## config.mk

```make
export PLATFORM = sky130hd
export DESIGN_NAME = serctl_top
export DESIGN_NICKNAME = d
export VERILOG_FILES = /design/src/rtl/serctl_pkg.sv /design/src/rtl/serctl_reg.sv /design/src/rtl/serctl_rxfilt.sv /design/src/rtl/serctl_irq.sv /design/src/rtl/serctl_clksel.sv /design/src/rtl/serctl_top.sv
export SDC_FILE = /design/constraint.sdc
export NUM_CORES = 1
export LEC_CHECK = 0
export ABC_AREA = 1
export BUFFER_PORTS_ARGS = -buffer_cell sky130_fd_sc_hd__buf_2
export CORE_AREA = 2 2 39 41
export CTS_BUF_LIST = sky130_fd_sc_hd__clkbuf_16
export CTS_CLUSTER_SIZE = 20
export DETAILED_ROUTE_END_ITERATION = 6
export DIE_AREA = 0 0 41 43
export PLACE_DENSITY = 0.74
export RECOVER_POWER = 50
export REMOVE_ABC_BUFFERS = 1
export SLEW_MARGIN = 40
export SYNTH_ARGS = -nofsm -noshare
export SYNTH_HDL_FRONTEND = slang
export SYNTH_SLANG_ARGS = --single-unit
export TNS_END_PERCENT = 30
```

## constraint.sdc

```tcl
create_clock -name clk -period 2.18 [get_ports clk]
set_input_delay 0.109 -clock clk [delete_from_list [all_inputs] [get_ports clk]]
set_output_delay 0.109 -clock clk [all_outputs]
set_load 0.03 [all_outputs]
```

## src/rtl/serctl_pkg.sv

```systemverilog
package serctl_pkg;
   localparam int CTL_W      = 8;
   localparam int B_TXE_IE   = 7;
   localparam int B_RX_IE    = 6;
   localparam int B_TX_ON    = 5;
   localparam int B_RX_ON    = 4;
   localparam int B_MP_ARM   = 3;
   localparam int B_TEND_IE  = 2;
   localparam int B_CKS_HI   = 1;
   localparam int B_CKS_LO   = 0;

   typedef enum logic [1:0] {
      CKS_INT_SYNCOUT = 2'b00,
      CKS_INT_CLKOUT  = 2'b01,
      CKS_EXT_A       = 2'b10,
      CKS_EXT_B       = 2'b11
   } cks_e;

   localparam int IRQ_N    = 4;
   localparam int IRQ_TXE  = 0;
   localparam int IRQ_RXF  = 1;
   localparam int IRQ_RXE  = 2;
   localparam int IRQ_TEND = 3;
endpackage

```

## src/rtl/serctl_reg.sv

```systemverilog
module serctl_reg #(
   parameter int             WIDTH   = 8,
   parameter int             CLR_BIT = 3,
   parameter logic [WIDTH-1:0] RST_VAL = '0
) (
   input  logic             clk,
   input  logic             rst_n,
   input  logic             wr_en,
   input  logic [WIDTH-1:0] wr_data,
   input  logic             hw_clr,
   output logic [WIDTH-1:0] q
);
   if (CLR_BIT >= WIDTH || CLR_BIT < 0) begin : g_bad_clr
      $error("serctl_reg: CLR_BIT outside the register");
   end

   logic [WIDTH-1:0] nxt;

   always_comb begin
      nxt = wr_en ? wr_data : q;
      // the hardware clear overrides a software write of the same bit
      if (hw_clr) nxt[CLR_BIT] = 1'b0;
   end

   always_ff @(posedge clk or negedge rst_n) begin
      if (!rst_n) q <= RST_VAL;
      else        q <= nxt;
   end
endmodule

```

## src/rtl/serctl_rxfilt.sv

```systemverilog
module serctl_rxfilt #(
   parameter int ERR_W = 2
) (
   input  logic             rx_on,
   input  logic             mp_armed,
   input  logic             frame_valid,
   input  logic             mp_bit,
   input  logic [ERR_W-1:0] err_in,
   output logic             set_full,
   output logic [ERR_W-1:0] set_err,
   output logic             mp_wake
);
   if (ERR_W < 1) begin : g_bad_err
      $error("serctl_rxfilt: ERR_W must be at least 1");
   end

   logic accept;

   assign accept   = rx_on && frame_valid && (!mp_armed || mp_bit);
   assign mp_wake  = rx_on && frame_valid && mp_armed && mp_bit;
   assign set_full = accept;

   for (genvar i = 0; i < ERR_W; i++) begin : g_err
      assign set_err[i] = accept && err_in[i];
   end
endmodule

```

## src/rtl/serctl_irq.sv

```systemverilog
module serctl_irq #(
   parameter int N = 4
) (
   input  logic [N-1:0] en,
   input  logic [N-1:0] flag,
   output logic [N-1:0] irq
);
   if (N < 1) begin : g_bad_n
      $error("serctl_irq: N must be at least 1");
   end

   for (genvar i = 0; i < N; i++) begin : g_gate
      assign irq[i] = en[i] & flag[i];
   end
endmodule

```

## src/rtl/serctl_clksel.sv

```systemverilog
module serctl_clksel
   import serctl_pkg::*;
(
   input  logic [1:0] cks,
   input  logic       sync_mode,
   output logic       pin_drive,
   output logic       ext_sel
);
   always_comb begin
      unique case (cks_e'(cks))
         CKS_INT_SYNCOUT: pin_drive = sync_mode;
         CKS_INT_CLKOUT:  pin_drive = 1'b1;
         default:         pin_drive = 1'b0;
      endcase
   end

   assign ext_sel = cks[1];
endmodule

```

## src/rtl/serctl_top.sv

```systemverilog
module serctl_top
   import serctl_pkg::*;
(
   input  logic       clk,
   input  logic       rst_n,
   input  logic       bus_wr_en,
   input  logic [7:0] bus_wr_data,
   output logic [7:0] bus_rd_data,
   input  logic       sync_mode,
   input  logic       rx_frame_valid,
   input  logic       rx_mp_bit,
   input  logic       rx_framing_err,
   input  logic       rx_overrun_err,
   input  logic       txempty_flag,
   input  logic       txend_flag,
   input  logic       rxfull_flag,
   input  logic       framing_flag,
   input  logic       overrun_flag,
   input  logic       parity_flag,
   output logic       tx_en,
   output logic       rx_en,
   output logic       set_rxfull,
   output logic       set_framing,
   output logic       set_overrun,
   output logic       irq_txempty,
   output logic       irq_rxfull,
   output logic       irq_rxerr,
   output logic       irq_txend,
   output logic       sck_drive,
   output logic       clk_ext_sel
);
   localparam int ERR_W = 2;

   logic [CTL_W-1:0] ctl_q;
   logic             mp_wake;
   logic [ERR_W-1:0] err_set;
   logic [IRQ_N-1:0] irq_en, irq_flag, irq_out;

   serctl_reg #(.WIDTH(CTL_W), .CLR_BIT(B_MP_ARM), .RST_VAL('0)) u_reg (
      .clk     (clk),
      .rst_n   (rst_n),
      .wr_en   (bus_wr_en),
      .wr_data (bus_wr_data),
      .hw_clr  (mp_wake),
      .q       (ctl_q)
   );

   serctl_rxfilt #(.ERR_W(ERR_W)) u_rxfilt (
      .rx_on       (ctl_q[B_RX_ON]),
      .mp_armed    (ctl_q[B_MP_ARM]),
      .frame_valid (rx_frame_valid),
      .mp_bit      (rx_mp_bit),
      .err_in      ({rx_overrun_err, rx_framing_err}),
      .set_full    (set_rxfull),
      .set_err     (err_set),
      .mp_wake     (mp_wake)
   );

   assign set_framing = err_set[0];
   assign set_overrun = err_set[1];

   always_comb begin
      irq_en             = '0;
      irq_flag           = '0;
      irq_en[IRQ_TXE]    = ctl_q[B_TXE_IE];
      irq_en[IRQ_RXF]    = ctl_q[B_RX_IE];
      irq_en[IRQ_RXE]    = ctl_q[B_RX_IE];
      irq_en[IRQ_TEND]   = ctl_q[B_TEND_IE];
      irq_flag[IRQ_TXE]  = txempty_flag;
      irq_flag[IRQ_RXF]  = rxfull_flag;
      irq_flag[IRQ_RXE]  = framing_flag | overrun_flag | parity_flag;
      irq_flag[IRQ_TEND] = txend_flag;
   end

   serctl_irq #(.N(IRQ_N)) u_irq (
      .en   (irq_en),
      .flag (irq_flag),
      .irq  (irq_out)
   );

   assign irq_txempty = irq_out[IRQ_TXE];
   assign irq_rxfull  = irq_out[IRQ_RXF];
   assign irq_rxerr   = irq_out[IRQ_RXE];
   assign irq_txend   = irq_out[IRQ_TEND];

   serctl_clksel u_clksel (
      .cks       (ctl_q[B_CKS_HI:B_CKS_LO]),
      .sync_mode (sync_mode),
      .pin_drive (sck_drive),
      .ext_sel   (clk_ext_sel)
   );

   assign bus_rd_data = ctl_q;
   assign tx_en       = ctl_q[B_TX_ON];
   assign rx_en       = ctl_q[B_RX_ON];
endmodule

```

# == Word level (Yosys, flattened, before mapping) ==
# Cells that the tools add are included.
# totals
register_bits,8
latch_bits,0
ram_bits,0
romBits,0
input_bits,22
output_inout_bits,19
elab_cells,22
n_memories,0
# op_classes
addsub,0
multipliers,0
div_mod_pow,0
n_lt_le_gt_ge,0
eq_ne,1
n_shift,0
n_mux,3
bitwise,6
reduce_logical,10
# ops
operator,n
$logic_and 1x1->1,6
$and 1x1->1,4
$mux 4,1
$eq 2x1->1 const B,1
$logic_not 2->1,1
$or 1x1->1,2
$pmux 1 s2,1
$reduce_bool 2->1,1
$logic_not 1->1,1
$logic_or 1x1->1,1
$mux 1,1

# == Longest topological paths before layout ==
# Gate-level depths: netlist of the first run.
# depth
word_depth,4
ltp_mapped,5
mapped_depth_nobuf,4

# == Cells and area by module ==
# Synthesis of the first run repeated with hierarchy kept, for this count alone.
# unflattened
cells_unflattened,63
hier_area_um2,445.4
# by_module_without_submodules
module,instances,cells_each,area_per_inst_um2,seq_area_each_um2
serctl_reg,1,35,324.1,200.2
serctl_rxfilt,1,12,50.0,0.0
serctl_irq,1,8,30.0,0.0
serctl_top,1,5,26.3,0.0
serctl_clksel,1,3,15.0,0.0

# == Worst setup path before layout of the first run ==
# No wires, ideal clock.
# synth_timing
kind,register to output
start,register u_reg.q[4]
end,output port set_framing
t_arrival_ps,1160
required_ps,2071
slack_ps,911
path_stages_with_launch,5
path_buffers,0
path_cell_list,dfrtp_1 > nand2_1 > inv_1 > nand2_1 > nor2_1
# synth_via
elab_chain_len,3
# synth_lines
item,line,text
"start, declared",serctl_reg.sv:11,output logic [WIDTH-1:0] q
"start signal, assigned",serctl_reg.sv:27,else q <= nxt;
$logic_and 1x1->1 (2 in a row),serctl_rxfilt.sv:19,assign accept = rx_on && frame_valid && (!mp_armed || mp_bit);
$logic_and 1x1->1,serctl_rxfilt.sv:24,assign set_err[i] = accept && err_in[i];
"end, declared",serctl_top.sv:23,"output logic set_framing,"
# No other way between the ends.

# == Worst setup path after layout of the first run ==
# layout_timing
start,register u_reg.q[4]
end,output port set_overrun
# layout_via
elab_chain_len,3
# layout_lines
item,line,text
$logic_and 1x1->1 (2 in a row),serctl_rxfilt.sv:19,
$logic_and 1x1->1,serctl_rxfilt.sv:24,
"end, declared",serctl_top.sv:24,"output logic set_overrun,"
# No other way between the ends.

==> flow_summary_export.csv, run 1 <==
group,metric,value,unit
outcome,run_status,"finished clean",
timing,final_sum_of_negative_setup_slack,0,ns
global_route,grt_max_degree,11,
setup_path,cpPeakStageDelay,0.38,ns
final_layout,drive_above_1_share,43.7,%
timing,maxSlewViolCount,0,
global_route,grt.overflow.total,0,
setup_path,worst-path-max-fanout,4,
power,leakage_power_total,0.483,nW
clocking,cts_tree,"done",
global_route,wire_length_of_the_first_global_routing_pass,1520,um
clocking,cts_max_path_buffers,2,
floorplanning,design.core.area,1380,sq um
setup_path,critPathKind,"reg2out",
drt,vias_per_cell,4.05,
final_layout,area_growth_syn_to_layout,57.7,%
yosys,total_standard_cell_area_after_synthesis,453,sq um
setup_path,critical_path.slowest_cell,"sky130_fd_sc_hd__dfrtp_1",
final_layout,diodes,0,
timing,rsz0062_at_grt,"no",
yosys,synth_top_area_share,44.2,%
timing,final.period_utilization,55.1,%
clocking,cts_num_sinks,8,
floorplanning,die_h,43,um
hold_path,min_delay_path_depth,3,
yosys,synth.yosys.seq_area_share,44.2,%
setup_path,path_cells,"nand2_1 -> inv_1 -> nand2_1 -> nor2_1 -> buf_2",
floorplanning,die_w,41,um
setup_path,critical_path.endpoint_type,"output port",
final_layout,registers.top_by_ff_count,"u_reg.q",
floorplanning,rows,14,
clocking,clock_transition_at_the_register_clock_pins_on_the_worst_setup_and_hold_paths_after_cts,0.04,ns
drt,drcViolationCount,0,
drt,drt-wirelength-per-cell,8.39,um
floorplanning,floorplan.initialDensity,32.7,%
global_route,global_router_s_overall_resource_usage,12.7,%
yosys,yosys_warnings,0,
power,ir_worst_vdd,0.000744,V
drt,vias_after_detailed_routing,482,
power,pwr_density_cell,874,nW/um^2
final_layout,multi_input_comb_area,158,sq um
setup_path,critical_path_required,2.07,ns
setup_path,critical_path.most_common_cell,"sky130_fd_sc_hd__nand2_1",
timing,maxSlewHeadroom,71.6,%
timing,timing.clock.skew,0.0000195,ns
timing,post-route-worst-setup-slack,0.979,ns
yosys,synth.largest_area_cell,"sky130_fd_sc_hd__dfrtp_1",
run,drv_cap,0,
timing,post-route-min-period,1.20,ns
setup_path,worst_r2r_path_depth,3,
clocking,cts_repair_resize_count,0,
final_layout,largest_register_ffs,8,
placed_design,place_hpwl,827,um
timing,timing.fmax,833,MHz
final_layout,reg_top3,"u_reg.q (8)",
final_layout,filler_cell_count,136,
placed_design,preCtsSetupSlack,1.21,ns
hold_path,worst_hold_path_type,"in2reg",
drt,antenna_left,0,
yosys,ranking_of_synthesized_cells_by_area,"sky130_fd_sc_hd__dfrtp_1 44%, sky130_fd_sc_hd__nand2_1 22%, sky130_fd_sc_hd__inv_1 9.9%",
final_layout,finalNetCount,127,
placed_design,globalplace.congestion,0.635,
yosys,netlist_cell_types,12,
clocking,cts.root.buffer_cell,"sky130_fd_sc_hd__clkbuf_16",
setup_path,cpLargestDelayFamily,"flip-flops",
timing,final-setup-viol-count,0,
global_route,first_global_vias,425,
global_route,grt_antenna_before_repair,0,
setup_path,timing.critical_path.buf_inv,2,
floorplanning,dieArea,1760,sq um
floorplanning,pin_count,41,
placed_design,io_buffers,40,
clocking,cts-hold-fix-buffers,1,
drt,route.final.wire_length,998,um
setup_path,arrival,1.09,ns
yosys,synth-seq-cells,8,
drt,dr.first_iter.drc_count,4,
clocking,post-cts-setup-buffers,0,
yosys,postSynthCellCount,64,
drt,drt_pre_antenna_iters,2,
setup_path,crit_cells,5,
timing,timing_worst_slew_pin_value,0.426,ns
clocking,later_pin_clock_latency_in_the_skew_report,0.23,ns
timing,report.final.hold_viol_count,0,
setup_path,critical_path.startpoint_type,"flip-flop",
clocking,cts_made_buffers,3,
final_layout,layout.area.seq,200,sq um
clocking,cts_htree_levels,1,
yosys,synth.avg_cell_area,7.08,sq um
where the power goes:
| part | total, W | switching, W | leakage (nW) | internal, W |
|---|---|---|---|---|
| Sequential | 0.000174 | 0.0000108 | 0.0966 | 0.000163 |
| Combinational | 0.000145 | 0.0000990 | 0.349 | 0.0000465 |
| Clock | 0.000305 | 0.0000689 | 0.0370 | 0.000236 |
| Total | 0.000624 | 0.000179 | 0.483 | 0.000446 |
worst min-delay path, cell delays in order:
cell,delay (ns)
sky130_fd_sc_hd__buf_2,0.07
sky130_fd_sc_hd__nand2_1,0.04
sky130_fd_sc_hd__nand2_1,0.05
cell usage in the layout (no fill, tap or decap), types with 2 or more instances in the layout:
cell                         n
sky130_fd_sc_hd__buf_2      38
sky130_fd_sc_hd__clkbuf_1    2
sky130_fd_sc_hd__clkbuf_16   3
sky130_fd_sc_hd__dfrtp_1     8
sky130_fd_sc_hd__inv_1      12
sky130_fd_sc_hd__nand2_1    27
sky130_fd_sc_hd__nor2_1      6
cell type report:
type                    count  share of cell area, %
inverters                  13                   7.53
multi-input cells          38                   22.1
repair buffers             41                   29.1
flip-flops and latches      8                   28.0
clock buffers               3                   10.5
well taps                  16                   2.80
cells in the mapped netlist:
cell type,n
sky130_fd_sc_hd__nor2_2,1
sky130_fd_sc_hd__buf_4,4
sky130_fd_sc_hd__inv_6,1
sky130_fd_sc_hd__nor2_1,6
sky130_fd_sc_hd__nand2_4,1
sky130_fd_sc_hd__dfrtp_1,8
sky130_fd_sc_hd__nand2_2,1
sky130_fd_sc_hd__o21ai_1,1
sky130_fd_sc_hd__buf_6,1
sky130_fd_sc_hd__a21oi_1,1
sky130_fd_sc_hd__nand2_1,27
sky130_fd_sc_hd__inv_1,12
metrics by stage:
stage / total power, W / std cells / area, sq um / hold slack (ns) / utilization [%]
after global routing: 0.000661 / 119 / 714 / 0.103 / 51.6
after CTS: 0.000635 / 119 / 717 / 0.0807 / 51.8
after detailed placement: 0.000323 / 115 / 632 / -0.0383 / 45.7
after global placement: 0.000320 / 115 / 632 / -0.0408 / 45.7
after floorplan: 0.000266 / 59 / 412 / -0.187 / -
final: 0.000624 / 119 / 714 / 0.0804 / 51.6
final timing paths:
path	startpoint	endpoint	slack [ns]
max in group asynchronous	rst_n	u_reg.q[7]$_DFFE_PN0P_	1.55
worst min-delay path	bus_wr_data[5]	u_reg.q[5]$_DFFE_PN0P_	0.08
worst max-delay path	u_reg.q[4]$_DFFE_PN0P_	set_overrun	0.98
min in group asynchronous	rst_n	u_reg.q[1]$_DFFE_PN0P_	0.33
worst min register to register	u_reg.q[2]$_DFFE_PN0P_	u_reg.q[2]$_DFFE_PN0P_	0.49
worst max register to register	u_reg.q[4]$_DFFE_PN0P_	u_reg.q[3]$_DFFE_PN0P_	1.42
metal layers:
metal	track usage (%)	vias to the layer above	share of wire, %
met5	0	-	0
met4	4.00	0	0
met3	3.14	0	11
met2	24.4	27	52
met1	11.7	197	37
li1	-	258	-
kinds of logic (layout without fill, tap and decap cells):
logic type | Yosys count | after routing | share of synthesized area, %
simple gates | 36 | 36 | 32.6
buf+inv | 18 | 57 | 21.0
flops | 8 | 8 | 44.2
compound gates | 2 | 2 | 2.21
(Power assumes the default switching activity.)
==> run 2, diff against run 1 <==
--- a/config.mk
+++ b/config.mk
@@ -7,12 +7,12 @@
 export LEC_CHECK = 0
 export ABC_AREA = 1
 export BUFFER_PORTS_ARGS = -buffer_cell sky130_fd_sc_hd__buf_2
-export CORE_AREA = 2 2 39 41
+export CORE_MARGIN = 2
+export CORE_UTILIZATION = 31
 export CTS_BUF_LIST = sky130_fd_sc_hd__clkbuf_16
 export CTS_CLUSTER_SIZE = 20
 export DETAILED_ROUTE_END_ITERATION = 6
-export DIE_AREA = 0 0 41 43
-export PLACE_DENSITY = 0.74
+export PLACE_DENSITY = 0.71
 export RECOVER_POWER = 50
 export REMOVE_ABC_BUFFERS = 1
 export SLEW_MARGIN = 40
==> constraint.sdc (replaced) <==
create_clock -name clk -period 1.1 [get_ports clk]
set_input_delay 0.055 -clock clk [delete_from_list [all_inputs] [get_ports clk]]
set_output_delay 0.055 -clock clk [all_outputs]
set_load 0.03 [all_outputs]
==> run 2 against run 1 <==
  * First-iteration DRC count up 25%
  * Register-to-register slack worse by 1.2 ns
  * Routed wire length is 9.2% higher
  * Sequential cell count is the same
  * Combinational power grew 110%
  * Clock power up 99%
  * Sequential share of layout area shrank 1.0 points
  * Core utilization increased by 4.0 points
  * Largest cell class unchanged
==> flow_summary_export.csv, run 2 (same netlist as run 1, synthesis figures left out) <==
group,metric,value,unit
outcome,run_status,"finished clean",
floorplanning,design.core.area,1330,sq um
timing,rsz0062_at_grt,"yes",
timing,timing.fmax,929,MHz
setup_path,critical_path_required,1.04,ns
placed_design,place_hpwl,843,um
final_layout,most_used_cells_in_the_layout_excluding_fill_and_tap_cells,"36 x sky130_fd_sc_hd__buf_2, 25 x sky130_fd_sc_hd__nand2_1, 11 x sky130_fd_sc_hd__inv_1",
final_layout,registers.top_by_ff_count,"u_reg.q",
drt,vias_per_cell,4.26,
setup_path,critical_path.startpoint_type,"flip-flop",
clocking,later_pin_clock_latency_in_the_skew_report,0.23,ns
final_layout,area_growth_syn_to_layout,63.8,%
timing,timing.clock.skew,0.00217,ns
drt,drt_pre_antenna_iters,4,
run,drv_cap,0,
timing,fin_hold_ws,0.0244,ns
power,fin_total_pwr,0.00126,W
timing,maxSlewHeadroom,70.1,%
power,ir_worst_vdd,0.00104,V
setup_path,arrival,1.02,ns
drt,drcViolationCount,0,
setup_path,critPathKind,"reg2out",
timing,report.final.hold_viol_count,0,
timing,final-setup-viol-count,0,
final_layout,largest_register_ffs,8,
global_route,grt_antenna_before_repair,0,
drt,dr.first_iter.drc_count,5,
drt,antenna_left,0,
clocking,cts_num_sinks,8,
global_route,wire_length_of_the_first_global_routing_pass,1790,um
placed_design,numPlacedInstances,114,
final_layout,fin_cells,120,
hold_path,worst_hold_path_type,"in2reg",
drt,vias_after_detailed_routing,511,
clocking,clock_transition_at_the_register_clock_pins_on_the_worst_setup_and_hold_paths_after_cts,0.04,ns
final_layout,post-route-util,55.6,%
power,pwr_density_cell,1700,nW/um^2
timing,final.period_utilization,97.9,%
floorplanning,die_h,42.2,um
placed_design,io_buffers,40,
timing,timing_worst_slew_pin_value,0.449,ns
floorplanning,floorplan.initialDensity,34.0,%
clocking,cts.root.buffer_cell,"sky130_fd_sc_hd__clkbuf_16",
final_layout,diodes,0,
final_layout,finalNetCount,129,
drt,route.final.wire_length,1090,um
timing,post-route-min-period,1.08,ns
power,leakage_power_total,0.494,nW
setup_path,reg2reg_setup_slack,0.27,ns
floorplanning,rows,13,
timing,final_sum_of_negative_setup_slack,0,ns
global_route,grt_max_degree,11,
timing,maxSlewViolCount,0,
setup_path,critical_path.endpoint_type,"output port",
placed_design,globalplace.congestion,0.661,
global_route,grt.overflow.total,0,
clocking,cts_htree_levels,1,
final_layout,mostFrequentLayoutCell,"sky130_fd_sc_hd__buf_2",
global_route,global_router_s_overall_resource_usage,13.7,%
drt,drt-wirelength-per-cell,9.08,um
floorplanning,die_w,42.2,um
clocking,cts_made_buffers,3,
final_layout,drive_above_1_share,48.6,%
setup_path,worst-path-max-fanout,3,
clocking,cts_max_path_buffers,2,
final_layout,reg_top3,"u_reg.q (8)",
floorplanning,dieArea,1780,sq um
floorplanning,pin_count,41,
clocking,cts_tree,"done",
global_route,first_global_vias,464,
[run 2: changes by cell type in the layout (fill, tap and decap cells not counted), sizes merged]
cell,delta
buf,+3
clkbuf,-1
[run 2: path summary, 6_finish.rpt]
check,startpoint,cells past startpoint,end
setup / recovery,u_reg.q[3]$_DFFE_PN0P_,4,set_overrun
setup reg to reg,u_reg.q[3]$_DFFE_PN0P_,5,u_reg.q[3]$_DFFE_PN0P_
max in group asynchronous,rst_n,2,u_reg.q[4]$_DFFE_PN0P_
hold / removal,bus_wr_data[0],3,u_reg.q[0]$_DFFE_PN0P_
hold reg to reg,u_reg.q[5]$_DFFE_PN0P_,2,u_reg.q[5]$_DFFE_PN0P_
min in group asynchronous,rst_n,2,u_reg.q[1]$_DFFE_PN0P_
[run 2: final cells by class]
class                   instances  area [sq um]
clock buffers                   3          75.1
repair buffers                 43           231
inverters                      13          53.8
flip-flops and latches          8           200
well taps                      15          18.8
fillers                       144           592
multi-input cells              38           163
[run 2: timing repair]
item                                   CTS  global route
gates resized for setup                  2             5
setup endpoints to repair                3             4
setup buffers                            1             1
endpoints found under the hold margin    8             0
pin swaps                                0             2
hold buffers                             1             0
[run 2: power by group]
part	total (W)	leakage, nW	internal [W]	switching, W
Sequential	0.000343	0.0966	0.000323	0.0000193
Clock	0.000606	0.0370	0.000468	0.000137
Combinational	0.000310	0.361	0.000107	0.000204
[run 2: per-layer routing]
| metal | wire length (um) | up-vias | share of wire [%] | global-route usage (%) |
|---|---|---|---|---|
| met4 | 0 | 0 | 0 | 5.63 |
| met5 | 0 | - | 0 | 0 |
| li1 | - | 261 | - | - |
| met3 | 127 | 0 | 12 | 7.76 |
| met1 | 399 | 223 | 37 | 11.9 |
| met2 | 563 | 27 | 52 | 25.2 |
[run 2: worst max-delay path: stages (launching register included)]
cell and delay [ns]:
sky130_fd_sc_hd__dfrtp_1 0.38, sky130_fd_sc_hd__nand2_1 0.09, sky130_fd_sc_hd__nand2_2 0.06, sky130_fd_sc_hd__nor2_1 0.10, sky130_fd_sc_hd__buf_4 0.16
[run 2: per-stage QoR]
stage / setup WS, ns / area, sq um
3_3_place_gp: 0.244 / 631
5_1_grt: -0.0466 / 742
6_report: 0.0230 / 742
3_5_place_dp: 0.188 / 631
2_1_floorplan: -0.311 / 412
4_1_cts: 0.000239 / 728
==> run 3, diff against run 2 <==
--- a/config.mk
+++ b/config.mk
@@ -7,12 +7,14 @@
 export LEC_CHECK = 0
 export ABC_AREA = 1
 export BUFFER_PORTS_ARGS = -buffer_cell sky130_fd_sc_hd__buf_2
+export CELL_PAD_IN_SITES_DETAIL_PLACEMENT = 1
+export CELL_PAD_IN_SITES_GLOBAL_PLACEMENT = 1
 export CORE_MARGIN = 2
-export CORE_UTILIZATION = 31
+export CORE_UTILIZATION = 20
 export CTS_BUF_LIST = sky130_fd_sc_hd__clkbuf_16
 export CTS_CLUSTER_SIZE = 20
 export DETAILED_ROUTE_END_ITERATION = 6
-export PLACE_DENSITY = 0.71
+export PLACE_DENSITY_LB_ADDON = 0.1
 export RECOVER_POWER = 50
 export REMOVE_ABC_BUFFERS = 1
 export SLEW_MARGIN = 40
==> run 3 against run 2 <==
  * Hold slack improved by 0.0031 ns
  * Core utilization is 20 points lower
  * Global-route usage down 3.4 points
  * Cell count grew 11%
  * Sequential cell count stayed put
  * Non-clock buffer count unchanged
  * Critical path type unchanged
  * Critical endpoint unchanged
==> flow_summary_export.csv, run 3 (same netlist as run 1, synthesis figures left out) <==
group,metric,value,unit
setup_path,arrival,1.02,ns
global_route,gr-max-usage-layer,"met2",
timing,rsz0062_at_grt,"yes",
drt,drt_pre_antenna_iters,3,
power,leakage_power_total,0.491,nW
timing,maxSlewHeadroom,70.2,%
drt,dr.first_iter.drc_count,3,
global_route,gr-usage-met3,5.46,%
global_route,grt.overflow.total,0,
final_layout,registers.top_by_ff_count,"u_reg.q",
outcome,run_status,"finished clean",
drt,vias_per_cell,3.74,
final_layout,drive_above_1_share,49.5,%
power,pwr_density_cell,1630,nW/um^2
final_layout,largest_register_ffs,8,
drt,antenna_left,0,
timing,timing.clock.skew,0.000539,ns
setup_path,critical_path.startpoint_type,"flip-flop",
timing,report.final.hold_viol_count,0,
placed_design,io_buffers,40,
setup_path,critical_path.endpoint_type,"output port",
power,fin_total_pwr,0.00125,W
global_route,grt_use_met2,17.7,%
clocking,cts_num_sinks,8,
global_route,first_global_vias,481,
final_layout,diodes,0,
placed_design,globalplace.congestion,0.644,
drt,drt-wirelength-per-cell,8.78,um
hold_path,worst_hold_path_type,"in2reg",
setup_path,critical_path_required,1.04,ns
setup_path,reg2reg_setup_slack,0.29,ns
floorplanning,die_w,51.6,um
setup_path,worst-path-max-fanout,4,
floorplanning,rows,17,
placed_design,numPlacedInstances,127,
hold_path,min_delay_path_depth,3,
final_layout,most_used_cells_in_the_layout_excluding_fill_and_tap_cells,"36 x sky130_fd_sc_hd__buf_2, 25 x sky130_fd_sc_hd__nand2_1, 11 x sky130_fd_sc_hd__inv_1",
drt,vias_after_detailed_routing,498,
clocking,cts_made_buffers,3,
timing,final-setup-viol-count,0,
timing,post-route-min-period,1.08,ns
placed_design,place_hpwl,956,um
timing,final.period_utilization,97.8,%
floorplanning,die_h,51.6,um
placed_design,preCtsSetupSlack,0.193,ns
timing,final_sum_of_negative_setup_slack,0,ns
clocking,later_pin_clock_latency_in_the_skew_report,0.23,ns
final_layout,area_growth_syn_to_layout,69.3,%
clocking,cts_htree_levels,1,
power,ir_worst_vdd,0.00107,V
setup_path,critical_path.slowest_cell,"sky130_fd_sc_hd__dfrtp_1",
floorplanning,floorplan.initialDensity,20.9,%
setup_path,worst_r2r_path_depth,4,
final_layout,mostFrequentLayoutCell,"sky130_fd_sc_hd__buf_2",
timing,timing_worst_slew_pin_value,0.447,ns
final_layout,reg_top3,"u_reg.q (8)",
global_route,grt_max_degree,11,
global_route,global_route.usage.met1,11.5,%
drt,route.final.wire_length,1170,um
timing,maxSlewViolCount,0,
floorplanning,dieArea,2660,sq um
global_route,grt_antenna_before_repair,0,
timing,timing.fmax,929,MHz
setup_path,path_cells,"nand2_1 -> nand2_2 -> nor2_2 -> buf_6",
clocking,cts_tree,"done",
drt,drcViolationCount,0,
floorplanning,design.core.area,2170,sq um
timing,post-route-worst-setup-slack,0.0240,ns
floorplanning,pin_count,41,
global_route,wire_length_of_the_first_global_routing_pass,1990,um
final_layout,finalNetCount,129,
final_layout,post-route-util,35.4,%
final_layout,fin_cells,133,
global_route,global_router_s_overall_resource_usage,10.3,%
run,drv_cap,0,
setup_path,critPathKind,"reg2out",
setup_path,cpPeakStageDelay,0.39,ns
clocking,clock_transition_at_the_register_clock_pins_on_the_worst_setup_and_hold_paths_after_cts,0.04,ns
clocking,cts_max_path_buffers,2,
clocking,cts.root.buffer_cell,"sky130_fd_sc_hd__clkbuf_16",
## run 3: path summary, 6_finish.rpt
kind / startpoint / to
worst max-delay path: u_reg.q[3]$_DFFE_PN0P_ / set_overrun
min in group asynchronous: rst_n / u_reg.q[1]$_DFFE_PN0P_
worst max register to register: u_reg.q[4]$_DFFE_PN0P_ / u_reg.q[3]$_DFFE_PN0P_
worst min register to register: u_reg.q[7]$_DFFE_PN0P_ / u_reg.q[7]$_DFFE_PN0P_
max in group asynchronous: rst_n / u_reg.q[7]$_DFFE_PN0P_
worst min-delay path: bus_wr_data[1] / u_reg.q[1]$_DFFE_PN0P_
## run 3: report_power, final
group	internal, W	switching, W
clock	0.000467	0.000130
combinational	0.000104	0.000205
sequential	0.000323	0.0000208
## run 3: through the flow
| step | area, sq um | hold slack, ns |
|---|---|---|
| 2_1_floorplan | 412 | -0.241 |
| 3_3_place_gp | 647 | -0.0862 |
| 3_5_place_dp | 647 | -0.0913 |
| 4_1_cts | 747 | 0.0281 |
| 5_1_grt | 767 | 0.0345 |
| 6_report | 767 | 0.0275 |
## run 3: what timing repair did
item	CTS	global route
pin swaps	0	4
endpoints found under the setup margin	3	4
buffers inserted	1	1
resized for setup	3	7
hold endpoints to repair	8	0
hold buffers	1	0
## run 3: cell type report
| type | count | area, sq um |
|---|---|---|
| clock buffers | 3 | 75.1 |
| fillers | 292 | 1400 |
| inverters | 13 | 53.8 |
| multi-input cells | 38 | 168 |
| flip-flops and latches | 8 | 200 |
| well taps | 28 | 35.0 |
| repair buffers | 43 | 235 |
## run 3: layer usage
layer | routed length, um | vias up
li1 | - | 258
met1 | 454 | 217
met2 | 596 | 23
met3 | 117 | 0
met4 | 0 | 0
met5 | 0 | -
## run 3: worst max-delay path: cells and delay by family, from the launching register on
family,cells,cell delay [ns]
buf+inv,1,0.14
flops,1,0.39
simple gates,3,0.27
